`src/rtl/nseq_pkg.sv`:
```
// Shared definitions for the NAND command sequencer: register offsets,
// command word layout and the phase encoding. Phase values are ordered
// because the sequencer compares them to skip disabled phases.
package nseq_pkg;
    localparam int REG_AW = 3;

    localparam logic [REG_AW-1:0] OFS_CTRL   = 3'd0;
    localparam logic [REG_AW-1:0] OFS_CMDS   = 3'd1;
    localparam logic [REG_AW-1:0] OFS_ADR_LO = 3'd2;
    localparam logic [REG_AW-1:0] OFS_ADR_HI = 3'd3;
    localparam logic [REG_AW-1:0] OFS_TIMING = 3'd4;
    localparam logic [REG_AW-1:0] OFS_DATA   = 3'd5;
    localparam logic [REG_AW-1:0] OFS_STATUS = 3'd6;
    localparam logic [REG_AW-1:0] OFS_IRQ    = 3'd7;

    typedef struct packed {
        logic [19:0] rsvd;
        logic        c2_after;
        logic        c2_en;
        logic [1:0]  xsize;
        logic        rx;
        logic        pio;
        logic [2:0]  alen;
        logic        ale;
        logic        cle;
        logic        go;
    } cmdword_t;

    typedef enum logic [2:0] {
        PH_IDLE  = 3'd0,
        PH_CMD1  = 3'd1,
        PH_ADDR  = 3'd2,
        PH_CMD2B = 3'd3,
        PH_DATA  = 3'd4,
        PH_CMD2A = 3'd5,
        PH_WAIT  = 3'd6
    } phase_t;

    // First enabled phase strictly after p; the ready wait closes every command.
    function automatic phase_t next_phase(phase_t p, cmdword_t c);
        if (p == PH_IDLE && c.cle) return PH_CMD1;
        if (p <= PH_CMD1 && c.ale) return PH_ADDR;
        if (p <= PH_ADDR && c.c2_en && !c.c2_after) return PH_CMD2B;
        if (p <= PH_CMD2B && c.pio) return PH_DATA;
        if (p <= PH_DATA && c.c2_en && c.c2_after) return PH_CMD2A;
        return PH_WAIT;
    endfunction
endpackage

```
`src/rtl/nseq_strobe.sv`:
```
// Strobe timer: on start, holds the strobe low for lo_cnt+1 cycles, then
// high for hi_cnt+1 cycles, then reports done. Assumes counts stay stable
// while a strobe runs and that start only comes while idle.
module nseq_strobe #(
    parameter int CNT_W = 4
) (
    input  logic             clk,
    input  logic             rst_n,
    input  logic             start,
    input  logic [CNT_W-1:0] lo_cnt,
    input  logic [CNT_W-1:0] hi_cnt,
    output logic             low,
    output logic             sample,
    output logic             done
);
    typedef enum logic [1:0] { S_IDLE, S_LO, S_HI } stb_t;
    stb_t             state;
    logic [CNT_W-1:0] cnt;

    // Walk low then high windows, reloading the counter at each step.
    always_ff @(posedge clk) begin
        if (!rst_n) begin
            state <= S_IDLE;
            cnt   <= '0;
        end else begin
            case (state)
                S_IDLE: if (start) begin state <= S_LO; cnt <= lo_cnt; end
                S_LO:   if (cnt == '0) begin state <= S_HI; cnt <= hi_cnt; end
                        else cnt <= cnt - 1'b1;
                S_HI:   if (cnt == '0) state <= S_IDLE;
                        else cnt <= cnt - 1'b1;
                default: state <= S_IDLE;
            endcase
        end
    end

    assign low    = (state == S_LO);
    assign sample = (state == S_LO) && (cnt == '0);
    assign done   = (state == S_HI) && (cnt == '0);


    strobe_start_idle_chk: assert property (@(posedge clk) disable iff (!rst_n)
        start |-> (state == S_IDLE));

    strobe_goes_low_chk: assert property (@(posedge clk) disable iff (!rst_n)
        start |=> low);
endmodule

```
`src/rtl/nseq_fsm.sv`:
```
// Phase sequencer: latches the command word on an accepted GO, steps through
// the enabled phases one byte strobe at a time, gathers received bytes and
// waits for ready with a cycle limit. Assumes software leaves the command,
// address and transmit registers unchanged while a command runs.
module nseq_fsm
    import nseq_pkg::*;
#(
    parameter int TMO_W = 16
) (
    input  logic             clk,
    input  logic             rst_n,
    input  logic             go_req,
    input  logic [31:0]      go_word,
    input  logic [7:0]       cmd1,
    input  logic [7:0]       cmd2,
    input  logic [31:0]      addr_lo,
    input  logic [7:0]       addr_hi,
    input  logic [31:0]      tx_word,
    input  logic [TMO_W-1:0] tmo_lim,
    input  logic             rdy,
    input  logic [7:0]       dq_i,
    input  logic             stb_sample,
    input  logic             stb_done,
    output logic             stb_start,
    output logic             stb_read,
    output logic             busy,
    output logic [31:0]      cw_out,
    output logic [31:0]      resp,
    output logic             set_done,
    output logic             set_tmo,
    output logic             cle,
    output logic             ale,
    output logic [7:0]       dq_o,
    output logic             dq_oe
);
    phase_t           phase;
    cmdword_t         cw_q;
    logic [2:0]       idx;
    logic             inflight;
    logic [TMO_W-1:0] tcnt;
    logic             byte_ph;
    logic             last_byte;
    logic [39:0]      abytes;

    assign byte_ph   = (phase != PH_IDLE) && (phase != PH_WAIT);
    assign last_byte = (phase == PH_ADDR) ? (idx == cw_q.alen)
                     : (phase == PH_DATA) ? (idx == {1'b0, cw_q.xsize}) : 1'b1;
    assign abytes    = {addr_hi, addr_lo};

    // Advance phases, count bytes, capture read data and run the ready wait.
    always_ff @(posedge clk) begin
        if (!rst_n) begin
            phase    <= PH_IDLE;
            cw_q     <= '0;
            idx      <= '0;
            inflight <= 1'b0;
            tcnt     <= '0;
            resp     <= '0;
        end else begin
            case (phase)
                PH_IDLE: if (go_req) begin
                    cw_q     <= cmdword_t'(go_word & ~32'h1);
                    phase    <= next_phase(PH_IDLE, cmdword_t'(go_word));
                    idx      <= '0;
                    inflight <= 1'b0;
                    tcnt     <= '0;
                    resp     <= '0;
                end
                PH_WAIT: begin
                    if (rdy || tcnt == tmo_lim) phase <= PH_IDLE;
                    else tcnt <= tcnt + 1'b1;
                end
                default: begin
                    if (stb_sample && stb_read)
                        resp[{idx[1:0], 3'b000} +: 8] <= dq_i;
                    if (!inflight) begin
                        inflight <= 1'b1;
                    end else if (stb_done) begin
                        inflight <= 1'b0;
                        if (last_byte) begin
                            idx   <= '0;
                            phase <= next_phase(phase, cw_q);
                        end else begin
                            idx <= idx + 1'b1;
                        end
                    end
                end
            endcase
        end
    end

    // Bus drive for the current phase and byte.
    always_comb begin
        cle   = (phase == PH_CMD1) || (phase == PH_CMD2B) || (phase == PH_CMD2A);
        ale   = (phase == PH_ADDR);
        dq_oe = byte_ph && !(phase == PH_DATA && cw_q.rx);
        case (phase)
            PH_CMD1:  dq_o = cmd1;
            PH_CMD2B,
            PH_CMD2A: dq_o = cmd2;
            PH_ADDR:  dq_o = abytes[{idx, 3'b000} +: 8];
            PH_DATA:  dq_o = tx_word[{idx[1:0], 3'b000} +: 8];
            default:  dq_o = 8'h00;
        endcase
    end

    assign stb_start = byte_ph && !inflight;
    assign stb_read  = (phase == PH_DATA) && cw_q.rx;
    assign busy      = (phase != PH_IDLE);
    assign cw_out    = cw_q;
    assign set_done  = (phase == PH_WAIT) && rdy;
    assign set_tmo   = (phase == PH_WAIT) && !rdy && (tcnt == tmo_lim);


    cw_hold_chk: assert property (@(posedge clk) disable iff (!rst_n)
        (busy && go_req) |=> $stable(cw_q));

    no_strobe_idle_chk: assert property (@(posedge clk) disable iff (!rst_n)
        stb_done |-> byte_ph);
endmodule

```
`src/rtl/nseq_regs.sv`:
```
// Register file: holds the programmed command bytes, address, transmit and
// timing words, accepts GO only when idle, keeps the write-one-to-clear
// interrupt bits and muxes read data.
module nseq_regs
    import nseq_pkg::*;
#(
    parameter int STB_W = 4,
    parameter int TMO_W = 16
) (
    input  logic              clk,
    input  logic              rst_n,
    input  logic              reg_wr,
    input  logic [REG_AW-1:0] reg_addr,
    input  logic [31:0]       reg_wdata,
    output logic [31:0]       reg_rdata,
    input  logic              busy,
    input  logic [31:0]       cw_in,
    input  logic [31:0]       resp,
    input  logic              rdy,
    input  logic              set_done,
    input  logic              set_tmo,
    output logic              go_req,
    output logic [7:0]        cmd1,
    output logic [7:0]        cmd2,
    output logic [31:0]       addr_lo,
    output logic [7:0]        addr_hi,
    output logic [31:0]       tx_word,
    output logic [STB_W-1:0]  we_lo,
    output logic [STB_W-1:0]  we_hi,
    output logic [STB_W-1:0]  re_lo,
    output logic [STB_W-1:0]  re_hi,
    output logic [TMO_W-1:0]  tmo_lim,
    output logic              irq
);
    localparam int TIM_W = 4 * STB_W + TMO_W;

    logic [TIM_W-1:0] timing;
    logic [1:0]       irq_q;
    logic [1:0]       w1c;

    assign go_req = reg_wr && (reg_addr == OFS_CTRL) && reg_wdata[0] && !busy;
    assign w1c    = (reg_wr && reg_addr == OFS_IRQ) ? reg_wdata[1:0] : 2'b00;

    // Store programmed values and update the pending interrupt bits.
    always_ff @(posedge clk) begin
        if (!rst_n) begin
            {cmd2, cmd1} <= '0;
            addr_lo      <= '0;
            addr_hi      <= '0;
            tx_word      <= '0;
            timing       <= '0;
            irq_q        <= '0;
        end else begin
            if (reg_wr) begin
                case (reg_addr)
                    OFS_CMDS:   {cmd2, cmd1} <= reg_wdata[15:0];
                    OFS_ADR_LO: addr_lo      <= reg_wdata;
                    OFS_ADR_HI: addr_hi      <= reg_wdata[7:0];
                    OFS_DATA:   tx_word      <= reg_wdata;
                    OFS_TIMING: timing       <= reg_wdata[TIM_W-1:0];
                    default: ;
                endcase
            end
            irq_q <= (irq_q & ~w1c) | {set_tmo, set_done};
        end
    end

    assign {tmo_lim, re_hi, re_lo, we_hi, we_lo} = timing;
    assign irq = |irq_q;

    // Read-back multiplexer.
    always_comb begin
        case (reg_addr)
            OFS_CTRL:   reg_rdata = cw_in | {31'b0, busy};
            OFS_CMDS:   reg_rdata = {16'b0, cmd2, cmd1};
            OFS_ADR_LO: reg_rdata = addr_lo;
            OFS_ADR_HI: reg_rdata = {24'b0, addr_hi};
            OFS_TIMING: reg_rdata = 32'(timing);
            OFS_DATA:   reg_rdata = resp;
            OFS_STATUS: reg_rdata = {31'b0, rdy};
            default:    reg_rdata = {30'b0, irq_q};
        endcase
    end


    done_pending_chk: assert property (@(posedge clk) disable iff (!rst_n)
        set_done |=> irq);

    tmo_ends_chk: assert property (@(posedge clk) disable iff (!rst_n)
        set_tmo |=> (!busy && irq_q[1]));
endmodule

```
`src/rtl/nand_seq.sv`:
```
// NAND command sequencer top: ties register file, phase sequencer and strobe
// timer together and forms the active-low strobes. Assumes an 8-bit bus with
// one chip enable held by the system.
module nand_seq
    import nseq_pkg::*;
#(
    parameter int STB_W = 4,
    parameter int TMO_W = 16
) (
    input  logic        clk,
    input  logic        rst_n,
    input  logic        reg_wr,
    input  logic [2:0]  reg_addr,
    input  logic [31:0] reg_wdata,
    output logic [31:0] reg_rdata,
    output logic        irq,
    output logic        nand_cle,
    output logic        nand_ale,
    output logic        nand_we_n,
    output logic        nand_re_n,
    output logic [7:0]  nand_dq_o,
    output logic        nand_dq_oe,
    input  logic [7:0]  nand_dq_i,
    input  logic        nand_rdy
);
    logic             go_req, busy, set_done, set_tmo;
    logic [31:0]      cw_q, resp, addr_lo, tx_word;
    logic [7:0]       cmd1, cmd2, addr_hi;
    logic [STB_W-1:0] we_lo, we_hi, re_lo, re_hi;
    logic [TMO_W-1:0] tmo_lim;
    logic             stb_start, stb_read, stb_low, stb_sample, stb_done;

    nseq_regs #(.STB_W(STB_W), .TMO_W(TMO_W)) i_regs (
        .clk(clk), .rst_n(rst_n), .reg_wr(reg_wr), .reg_addr(reg_addr),
        .reg_wdata(reg_wdata), .reg_rdata(reg_rdata), .busy(busy), .cw_in(cw_q),
        .resp(resp), .rdy(nand_rdy), .set_done(set_done), .set_tmo(set_tmo),
        .go_req(go_req), .cmd1(cmd1), .cmd2(cmd2), .addr_lo(addr_lo),
        .addr_hi(addr_hi), .tx_word(tx_word), .we_lo(we_lo), .we_hi(we_hi),
        .re_lo(re_lo), .re_hi(re_hi), .tmo_lim(tmo_lim), .irq(irq)
    );

    nseq_fsm #(.TMO_W(TMO_W)) i_fsm (
        .clk(clk), .rst_n(rst_n), .go_req(go_req), .go_word(reg_wdata),
        .cmd1(cmd1), .cmd2(cmd2), .addr_lo(addr_lo), .addr_hi(addr_hi),
        .tx_word(tx_word), .tmo_lim(tmo_lim), .rdy(nand_rdy), .dq_i(nand_dq_i),
        .stb_sample(stb_sample), .stb_done(stb_done), .stb_start(stb_start),
        .stb_read(stb_read), .busy(busy), .cw_out(cw_q), .resp(resp),
        .set_done(set_done), .set_tmo(set_tmo), .cle(nand_cle), .ale(nand_ale),
        .dq_o(nand_dq_o), .dq_oe(nand_dq_oe)
    );

    nseq_strobe #(.CNT_W(STB_W)) i_stb (
        .clk(clk), .rst_n(rst_n), .start(stb_start),
        .lo_cnt(stb_read ? re_lo : we_lo), .hi_cnt(stb_read ? re_hi : we_hi),
        .low(stb_low), .sample(stb_sample), .done(stb_done)
    );

    assign nand_we_n = !(stb_low && !stb_read);
    assign nand_re_n = !(stb_low && stb_read);


    latch_excl_chk: assert property (@(posedge clk) disable iff (!rst_n)
        !(nand_cle && nand_ale));

    strobe_excl_chk: assert property (@(posedge clk) disable iff (!rst_n)
        nand_we_n || nand_re_n);
endmodule

```
`config.mk`:
```
export PLATFORM = sky130hd
export DESIGN_NAME = nand_seq
export DESIGN_NICKNAME = d
export VERILOG_FILES = /design/src/rtl/nseq_pkg.sv /design/src/rtl/nseq_strobe.sv /design/src/rtl/nseq_fsm.sv /design/src/rtl/nseq_regs.sv /design/src/rtl/nand_seq.sv
export SDC_FILE = /design/constraint.sdc
export NUM_CORES = 1
export LEC_CHECK = 0
export ABC_AREA = 1
export BUFFER_PORTS_ARGS = -buffer_cell sky130_fd_sc_hd__clkbuf_2
export CORE_ASPECT_RATIO = 0.6
export CORE_MARGIN = 3
export CORE_UTILIZATION = 40
export DETAILED_ROUTE_END_ITERATION = 8
export HOLD_SLACK_MARGIN = 0.1
export PLACE_DENSITY = 0.65
export SLEW_MARGIN = 30
export SYNTH_ARGS = -nofsm -noshare
export SYNTH_HDL_FRONTEND = slang
export SYNTH_SLANG_ARGS = --single-unit
```
`constraint.sdc`:
```
create_clock -name clk -period 2.8 [get_ports clk]
set_input_delay 0.28 -clock clk [delete_from_list [all_inputs] [get_ports clk]]
set_output_delay 0.28 -clock clk [all_outputs]
set_load 0.1 [all_outputs]
```
* After elaboration in Yosys (flattened, before gate mapping)
Index checks and enable logic that the tools add are counted.
** Cells by class
- $add $sub $neg :: 4
- Order comparisons :: 4
- Equality and inequality tests :: 26
- Shift-type cells :: 4
- Multiplexer cells :: 135
- Bitwise operators :: 5
- Reductions and logical operators :: 65
** Operators with widths (number)
- $pmux 32 s7 :: 1
- $mux 3 :: 37
- $mux 1 :: 75
- $mux 32 :: 2
- $pmux 32 s2 :: 1
- $shiftx 40x7->8 :: 1
- $bwmux 32 :: 1
- $mux 16 :: 2
- $or 32x1->32 :: 1
- $pmux 16 s2 :: 1
- $pmux 8 s4 :: 1
- $shift 8x7->32 const A :: 1
- $shiftx 32x6->8 :: 1
- $shiftx 8x7->32 :: 1
- $logic_and 1x1->1 :: 25
- $eq 3x3->1 const B :: 7
- $mux 4 :: 5
- $add 16x1->16 const B :: 1
- $eq 16x16->1 :: 1
- $reduce_bool 3->1 :: 5
- $reduce_and 2->1 :: 7
- $eq 3x2->1 const B :: 4
- $pmux 3 s2 :: 2
- $pmux 4 s3 :: 1
- 31 further kinds :: 59
** Storage, ports and cells
- Register bits after elaboration :: 214
- Bits of input ports :: 47
- Output and inout port bits :: 46
- Logic and storage cells :: 266

* Depth between registers and ports, before layout
Gate-level depths: netlist (run 1).
- Depth after elaboration :: 47
- Mapped depth :: 13
- Gate-level depth less buffers :: 12

* Modules after synthesis
From an unflattened synthesis (run 1), not the netlist that was laid out.
** Unflattened totals
- Cell total of the unflattened synthesis :: 1825
- Area, all modules :: 11636.2 um^2
** Modules (own cells, without submodules)
- nseq_regs :: instances 1, cells each 864, area an instance 5649.2 um^2
- nseq_fsm :: instances 1, cells each 849, area an instance 5340.1 um^2
- nseq_strobe :: instances 1, cells each 84, area an instance 534.3 um^2
- nand_seq :: instances 1, cells each 28, area an instance 112.6 um^2

* Least setup slack after synthesis (run 1)
Ideal clock, no wire load.
- Path type :: input to output
- Start :: in reg_addr[0]
- End :: out reg_rdata[11]
- Arrival :: 2.776 ns
- Required time :: 2.520 ns
- Slack :: -0.256 ns
- Cell stages on the path :: 5
- Path buffers :: 2
- Cells stage by stage :: nor3_2 clkbuf_1 buf_1 inv_1 o221ai_1
** Between the ends
- Cells in the longest elaborated chain, start to end :: 2
** Ends and longest elaborated chain
- start: declaration :: line nand_seq.sv:13 : input logic [2:0] reg_addr,
- $eq 3x3->1 (tied with other cells) :: line nseq_regs.sv:73 : case (reg_addr)
- $pmux 32 s7 * :: line nseq_regs.sv:73
- end: declaration :: line nand_seq.sv:15 : output logic [31:0] reg_rdata,
Every way passes the cells marked *; elsewhere a longest branch is shown, timed or not.

* Final worst setup path (run 1)
- Start :: reg i_fsm.idx[0]
- End :: out nand_dq_o[4]
** Between the ends
- Cells in the longest elaborated chain, start to end :: 2
** Ends and longest elaborated chain
- start: declaration :: line nseq_fsm.sv:38 : logic [2:0] idx;
- start signal: assignment :: line nseq_fsm.sv:84 : idx <= idx + 1'b1;
- $shiftx 40x7->8 / $shiftx 32x6->8 (equally long branches) :: line nseq_fsm.sv:101, nseq_fsm.sv:102
- $pmux 8 s4 * :: line nseq_fsm.sv:97 : case (phase)
- end: declaration :: line nand_seq.sv:21 : output logic [7:0] nand_dq_o,
Marks and branches as above.

==> results.md, run 1 <==
- Commonest register cell after synthesis: dfxtp_1
- Post-CTS setup buffer count: 0
- Crit-path slowest cell: buf_4
- Area grow syn2layout: 21.0%
- Register area share after synthesis: 39.1%
- Die Span Y: 134 um
- Final critical-path required period: 2650 ps
- Drt first pass iters: 6
- Status: completed
- Most common library cells after synthesis: 231 x a21oi_1, 227 x nand2_1, 214 x dfxtp_1
- Initial Util: 41.1%
- Top-area cell type share of the netlist area: 39.1%
- PortBufs: 92
- Count leader, synth: a21oi_1
- Post-synth EDFFs: 0
- Crit path DAT: 2370 ps
- Worst Hold Class: in -> reg
- FILL cells: 2672
- Largest family of logic cells by synthesized area: compound AO/OA/AOI/OAI gates
- Setup TNS: 0 ps
- Worst slew pin tran: 859 ps
- DP Wirelength: 31.3 mm
- Vias in the first global route: 10729
- CP Data Required Time: 2520 ps
- Worst-path clk slew: 60 ps
- Synth Cell Area: 0.0110 mm2
- Share of cells above drive strength 1: 11.2%
- Final worst slack: 147 ps
- Crit-path max FO: 56
- Crit start category: flop
- Cell variety after synth: 53
- Pre-CTS setup slack: 442 ps
- Post-Synth Simple-Gate Area: 20.3%
- Fin util: 49.7%
- CTS root buf: clkbuf_16
- Synth top area cells: dfxtp_1 39%, a21oi_1 11%, o21ai_0 8.6%
- Slew Limit Headroom: 42.7%
- WL/cell: 20.9 um
- Worst skew pair latency: 520 ps
- GRT Resource Usage Total: 28.2%
- Pin count of the biggest net entering global routing: 155
- NumNets Final: 1714
- Die Span X: 220 um
- Ys async rst share: 0%
- Total congestion overflow: 0
- Leading area contributor after synthesis: dfxtp_1
- CTS tree: built
- Fin crit share: 94.7%
- Fmax: 377 MHz
- CTS sink count: 214
- Syn Nets: 1642
- #FFs+latches synth: 214
- Synth Warn #: 0
- Compound-gate portion of the synthesized area: 27.5%
- Via density: 5.75
- Setup CP Type: reg -> out
- CTS H-tree lvls: 1
- Worst-case clock buffer depth: 3
- Residual DRC count: 0
- Via count: 11673
- Core ar.: 0.0267 mm2
- Overall Power: 0.00928 W
- Mux share of post-synthesis cell area: 0%
- Initial antenna violation count: 2
- Skew final: 11.3 ps
- Final setup fails: 0
- Die ar.: 0.0295 mm2
- Global-route wire length before repair: 64.1 mm
- CP Capture Type: output pin
- Post-synthesis adder-cell area fraction: 1.26%
- Worst path max stage delay: 490 ps
- Max_cap viols: 0
- CP cell instances: buf_4 > a21oi_1 > o21ai_0 > a21oi_1 > o21ai_0 > nand3_1 > buf_12
- Gpl congestion: 0.966
- Slew Limit Fails: 0
- Worst hold slack: 108 ps
- DR iter-0 viols: 1619
- Leakage: 5.05 nW
- Boundary pin count: 93
- Antenna Nets Post-Route: 0
- WL final: 42.3 mm
- Final hold vios: 0
- Mean Syn Cell Area: 6.92 um2
- Pwr dens: 699 mW/mm2
- # rows: 46
- Total CTS buffers: 22
- Syn Inst Count: 1584
- RSZ-0062 raised after global routing: no
- Synth Area in XOR/XNOR: 1.28%
- Max rail drop VDD: 348 uV
[per-stage QoR]
step                      cell area, um2  std cells
final                              13300       2030
after global routing               13300       2030
after CTS                          13300       2028
after detailed placement           12400       1975
after global placement             12400       1975
after floorplan                    11000       1584
[layout by cell type (no fill, tap or decap), drive strengths merged, types with 6 or more instances in the layout]
cell and count:
a21oi 232, nand2 231, dfxtp 214, inv 204, o21ai 199, nor2 146
nand3 82, clkbuf 81, buf 74, o22ai 31, nand4 23, nor3 20
dlygate4sd3 17, a221o 15, o211ai 12, o221ai 11, ha 11, nor4 9
a221oi 9, xor2 9, xnor2 7, o2111ai 6
[routing by layer]
metal	track usage, %	part of all wire (%)	vias up
met5	0	0	-
met4	6.40	2.4	0
met3	8.26	13	66
met2	39.3	40	670
met1	42.4	46	5440
li1	-	-	5497
[final cells by class]
type                    instances  area [um2]  share of cell area [%]
diodes                          2        5.00                  0.0377
clock buffers                  31         666                    5.02
clock inverters                 5        55.1                   0.415
inverters                     205         776                    5.85
multi-input cells            1072        5530                    41.7
flip-flops and latches        214        4290                    32.3
well taps                     360         450                    3.39
repair buffers                141        1500                    11.3
[worst max-delay path, delay by kind of cell (launching register included)]
family	cells	cell delay (ps)
DFF	1	350
buffers and inverters	2	710
and+or+nand+nor	1	160
AOI/OAI and AO/OA	4	620
[state kept, by name, summed over array words and instances (netlist names)]
name            cells
i_fsm.cw_out       31
i_fsm.idx           3
i_fsm.inflight      1
i_fsm.phase         3
i_fsm.resp         32
i_fsm.tcnt         16
i_regs.addr_hi      8
i_regs.addr_lo     32
i_regs.cmd1         8
i_regs.cmd2         8
i_regs.irq_q        2
i_regs.timing      32
i_regs.tx_word     32
i_stb.cnt           4
i_stb.state         2
[logic make-up after synthesis]
| kind of cell | Yosys count |
|---|---|
| DFF | 214 |
| adders and majority gates | 11 |
| AOI/OAI and AO/OA | 530 |
| and+or+nand+nor | 515 |
| xor gates and xnor gates | 16 |
| buffers and inverters | 298 |
[power by group]
part / switching [W] / total (W) / internal (W) / leakage [nW]
Sequential: 0.000149 / 0.00343 / 0.00328 / 1.74
Clock: 0.00126 / 0.00300 / 0.00174 / 0.351
Combinational: 0.00204 / 0.00285 / 0.000813 / 2.96
[what timing repair did]
item | CTS | global route
gates resized for setup | 1 | 2
endpoints found under the setup margin | 1 | 3
hold buffers | 17 | 0
hold endpoints to repair | 32 | 0
[worst paths after layout]
kind                     start                end  slack, ps  cells past startpoint
max               i_fsm.idx[0]       nand_dq_o[4]        150                      7
min reg2reg  i_regs.tx_word[3]  i_regs.tx_word[3]        450                      2
max reg2reg     i_fsm.phase[2]     i_fsm.tcnt[14]        540                      7
min               reg_wdata[9]  i_regs.tx_word[9]        110                      3
(Power assumes the default switching activity.)
==> run 2, diff against run 1 <==
--- a/config.mk
+++ b/config.mk
@@ -7,12 +7,14 @@
 export LEC_CHECK = 0
 export ABC_AREA = 1
 export BUFFER_PORTS_ARGS = -buffer_cell sky130_fd_sc_hd__clkbuf_2
+export CELL_PAD_IN_SITES_DETAIL_PLACEMENT = 0
+export CELL_PAD_IN_SITES_GLOBAL_PLACEMENT = 1
 export CORE_ASPECT_RATIO = 0.6
 export CORE_MARGIN = 3
 export CORE_UTILIZATION = 40
 export DETAILED_ROUTE_END_ITERATION = 8
 export HOLD_SLACK_MARGIN = 0.1
-export PLACE_DENSITY = 0.65
+export PLACE_DENSITY = 0.83
 export SLEW_MARGIN = 30
 export SYNTH_ARGS = -nofsm -noshare
 export SYNTH_HDL_FRONTEND = slang
==> results.md, run 2 (same netlist as run 1, synthesis figures left out) <==
- Worst Hold Class: in -> reg
- Worst-path clk slew: 70 ps
- Initial antenna violation count: 0
- WL/cell: 20.8 um
- Worst slew pin tran: 690 ps
- Gpl congestion: 0.979
- Pwr dens: 688 mW/mm2
- Max rail drop VDD: 527 uV
- DR iter-0 viols: 1355
- Skew final: 9.94 ps
- NumNets Final: 1706
- Placed insts: 1974
- GRT Resource Usage Total: 27.9%
- Crit-path max FO: 11
- Fin util: 49.1%
- CTS tree: built
- Critical Path End: nand_dq_o[7]
- Initial Util: 41.1%
- CTS H-tree lvls: 1
- PortBufs: 92
- Boundary pin count: 93
- Die ar.: 0.0295 mm2
- Via count: 11412
- CTS root buf: clkbuf_16
- R2R depth: 8
- Total CTS buffers: 21
- Residual DRC count: 0
- RSZ-0062 raised after global routing: no
- Global-route wire length before repair: 63.2 mm
- Leakage: 4.99 nW
- Final critical-path required period: 2750 ps
- Crit path from: i_fsm.idx[0]
- CP Data Required Time: 2520 ps
- Final Instance Count excl. Fillers: 2020
- WL final: 41.9 mm
- CTS sink count: 214
- FF-to-FF End: i_fsm.resp[11]
- Share of cells above drive strength 1: 10.8%
- Core ar.: 0.0267 mm2
- Antenna Nets Post-Route: 0
- Final hold vios: 0
- FF-to-FF Start: i_fsm.idx[0]
- DP Wirelength: 31.6 mm
- Drt first pass iters: 6
- Final setup fails: 0
- Setup CP Type: reg -> out
- Slew Limit Headroom: 53.6%
- Crit start category: flop
- Die Span Y: 134 um
- Slew Limit Fails: 0
- Reg-to-reg slack, setup: 510 ps
- Area grow syn2layout: 19.7%
- Most common cell after layout, fill and taps aside: a21oi_1
- Via density: 5.65
- Status: completed
- CP Capture Type: output pin
- Pin count of the biggest net entering global routing: 63
- Worst skew pair latency: 510 ps
- Vias in the first global route: 10320
- Worst-case clock buffer depth: 3
- Crit path DAT: 2470 ps
- Fmax: 364 MHz
- Antenna Cells: 0
- Max_cap viols: 0
- # rows: 46
- Die Span X: 220 um
- Most frequent cells in the layout: 231 x a21oi_1, 226 x nand2_1, 212 x dfxtp_1
- Fin crit share: 98.2%
- Total congestion overflow: 0
run 2: worst min path at each step:
stage	start	to	slack, ps	cells past startpoint
floorplan	reg_wdata[4]	i_regs.cmd1[4]	410	2
global placement	i_regs.tx_word[27]	i_regs.tx_word[27]	430	2
detailed placement	i_regs.tx_word[27]	i_regs.tx_word[27]	440	2
CTS	reg_wdata[15]	i_fsm.cw_out[15]	100	3
global route	reg_wdata[18]	i_fsm.cw_out[18]	120	3
finish	reg_wdata[15]	i_fsm.cw_out[15]	110	3
run 2: routing by layer:
layer | vias up | track usage [%] | wire, um
li1 | 5478 | - | -
met1 | 5281 | 42.2 | 19300
met2 | 592 | 38.5 | 16700
met3 | 61 | 8.51 | 5040
met4 | 0 | 6.00 | 871
met5 | - | 0 | 0
run 2: worst max-delay path: stages (launching register included):
cell and delay [ps]:
dfxtp_2 330, clkinv_1 230, o21ai_0 630, a21oi_1 150, o21ai_0 190, o2111ai_1 200
buf_12 230
run 2: stage by stage:
step	power (W)	hold WS, ps	area [um2]	TNS, ps	worst slack (ps)
2_1_floorplan	0.00546	415	11000	-1010	-256
3_3_place_gp	0.00625	433	12400	0	573
3_5_place_dp	0.00628	438	12400	0	550
4_1_cts	0.00902	101	13100	0	11.6
5_1_grt	0.00946	125	13100	0	7.27
6_report	0.00902	113	13100	0	49.8
run 2: final cells by class:
class,instances,area (um2)
clock buffer,32,617
clock inverter,3,20.0
fill,2745,13600
inverter,205,772
multi-input combinational,1072,5530
sequential,214,4290
tap,360,450
timing repair buffer,134,1450
run 2: repair_timing:
action                                 CTS  global route
gates resized for setup                  0             2
endpoints found under the hold margin   18             0
buffers inserted                         0             0
hold buffers                            11             0
setup endpoints to repair                0             5
run 2: report_power, final:
part,switching [W],internal [W]
registers,0.000142,0.00328
logic,0.00206,0.000811
clock network,0.00123,0.00151
total,0.00342,0.00560
==> run 3, diff against run 2 <==
--- a/config.mk
+++ b/config.mk
@@ -15,6 +15,7 @@
 export DETAILED_ROUTE_END_ITERATION = 8
 export HOLD_SLACK_MARGIN = 0.1
 export PLACE_DENSITY = 0.83
+export REMOVE_ABC_BUFFERS = 1
 export SLEW_MARGIN = 30
 export SYNTH_ARGS = -nofsm -noshare
 export SYNTH_HDL_FRONTEND = slang
==> results.md, run 3 (same netlist as run 1, synthesis figures left out) <==
- Initial Util: 41.1%
- Placed insts: 1981
- CTS root buf: clkbuf_16
- RSZ-0062 raised after global routing: no
- Max_cap viols: 0
- FILL cells: 2691
- DP Wirelength: 30.4 mm
- Final hold vios: 0
- CP Capture Type: output pin
- Leakage: 5.16 nW
- Overall Power: 0.00953 W
- PortBufs: 92
- Fin area: 0.0135 mm2
- Setup CP Type: reg -> out
- CP cell instances: inv_2 > o21ai_0 > nand2_1 > inv_1 > nand2_1 > o2111ai_1 > buf_12
- DP Area: 0.0124 mm2
- Crit start category: flop
- Boundary pin count: 93
- Final critical-path required period: 2770 ps
- Final setup fails: 0
- Die Span Y: 134 um
- WL final: 42.9 mm
- Residual DRC count: 0
- Post-CTS setup buffer count: 0
- Worst Hold Class: in -> reg
- Worst-case clock buffer depth: 3
- Fin util: 50.5%
- Worst-path clk slew: 60 ps
- Area grow syn2layout: 23.1%
- Crit path DAT: 2490 ps
- Most common cell after layout, fill and taps aside: a21oi_1
- Crit-path max FO: 8
- CTS H-tree lvls: 1
- Drt first pass iters: 5
- DR iter-0 viols: 1556
- Via density: 5.77
- Total CTS buffers: 23
- Worst hold slack: 119 ps
- Die ar.: 0.0295 mm2
- NumNets Final: 1734
- Max rail drop VDD: 570 uV
- GRT Resource Usage Total: 28.5%
- Crit-path slowest cell: dfxtp_2
- Final Instance Count excl. Fillers: 2051
- Fmax: 361 MHz
- Top cell by count, worst path: nand2_1
- Slew Limit Headroom: 45.9%
- Antenna Nets Post-Route: 0
- Sequential cell area: 0.00429 mm2
- Core ar.: 0.0267 mm2
- WL/cell: 20.9 um
- Vias in the first global route: 10456
- Skew final: 8.90 ps
- Via count: 11836
- Hold Path Depth: 3
- Multi-input gate area: 0.00554 mm2
- Antenna Cells: 0
- R2R depth: 8
- Gpl congestion: 0.983
- Worst skew pair latency: 530 ps
- Fin crit share: 98.8%
- Pin count of the biggest net entering global routing: 112
- Total congestion overflow: 0
- Most frequent cells in the layout: 231 x a21oi_1, 224 x nand2_1, 212 x dfxtp_1
- Worst path max stage delay: 490 ps
- # rows: 46
- CTS tree: built
- Slew Limit Fails: 0
- Worst slew pin tran: 811 ps
- Die Span X: 220 um
- Pwr dens: 706 mW/mm2
- Initial antenna violation count: 0
- Share of cells above drive strength 1: 11.4%
- CP Data Required Time: 2520 ps
- Global-route wire length before repair: 64.0 mm
- CTS sink count: 214
- Status: completed
[run 3: cell type report]
class	instances	share of cell area, %
Tap cell	360	3.34
Sequential cell	214	31.8
Multi-Input combinational cell	1072	41.0
Inverter	205	5.72
Clock inverter	9	0.918
Clock buffer	31	4.64
Timing Repair Buffer	160	12.6
[run 3: layer usage]
layer | share of wire [%] | GRT usage, %
met1 | 48 | 45.5
met2 | 39 | 38.0
met3 | 12 | 7.74
met4 | 1.4 | 4.75
met5 | 0 | 0
[run 3: worst max-delay path: cells and delay by family (launching register included)]
family	cells	cell delay (ps)
flops	1	490
compound gates	2	380
buf+inv	3	660
simple gates	2	420
[run 3: final timing paths]
| path | start | to | slack [ps] |
|---|---|---|---|
| max | i_fsm.phase[0] | nand_dq_o[6] | 30 |
| min reg2reg | i_regs.tx_word[6] | i_regs.tx_word[6] | 450 |
| max reg2reg | i_fsm.idx[1] | i_fsm.resp[20] | 490 |
| min | nand_dq_i[2] | i_fsm.resp[2] | 120 |
[run 3: what timing repair did]
item                                    in CTS  in global routing
hold buffers                                30                  0
hold endpoints to repair                    62                  0
gates resized for setup                      3                  2
endpoints found under the setup margin       4                  4
[run 3: stage by stage]
stage               setup WS, ps  setup TNS, ps
floorplan                  -1650         -71060
global placement             288              0
detailed placement           189              0
CTS                         94.5              0
global route                9.35              0
finish                      33.5              0
[run 3: report_power, final]
group	switching, W	leakage (nW)	internal, W
clock	0.00132	0.371	0.00184
sequential	0.000131	1.74	0.00328
combinational	0.00211	3.05	0.000848
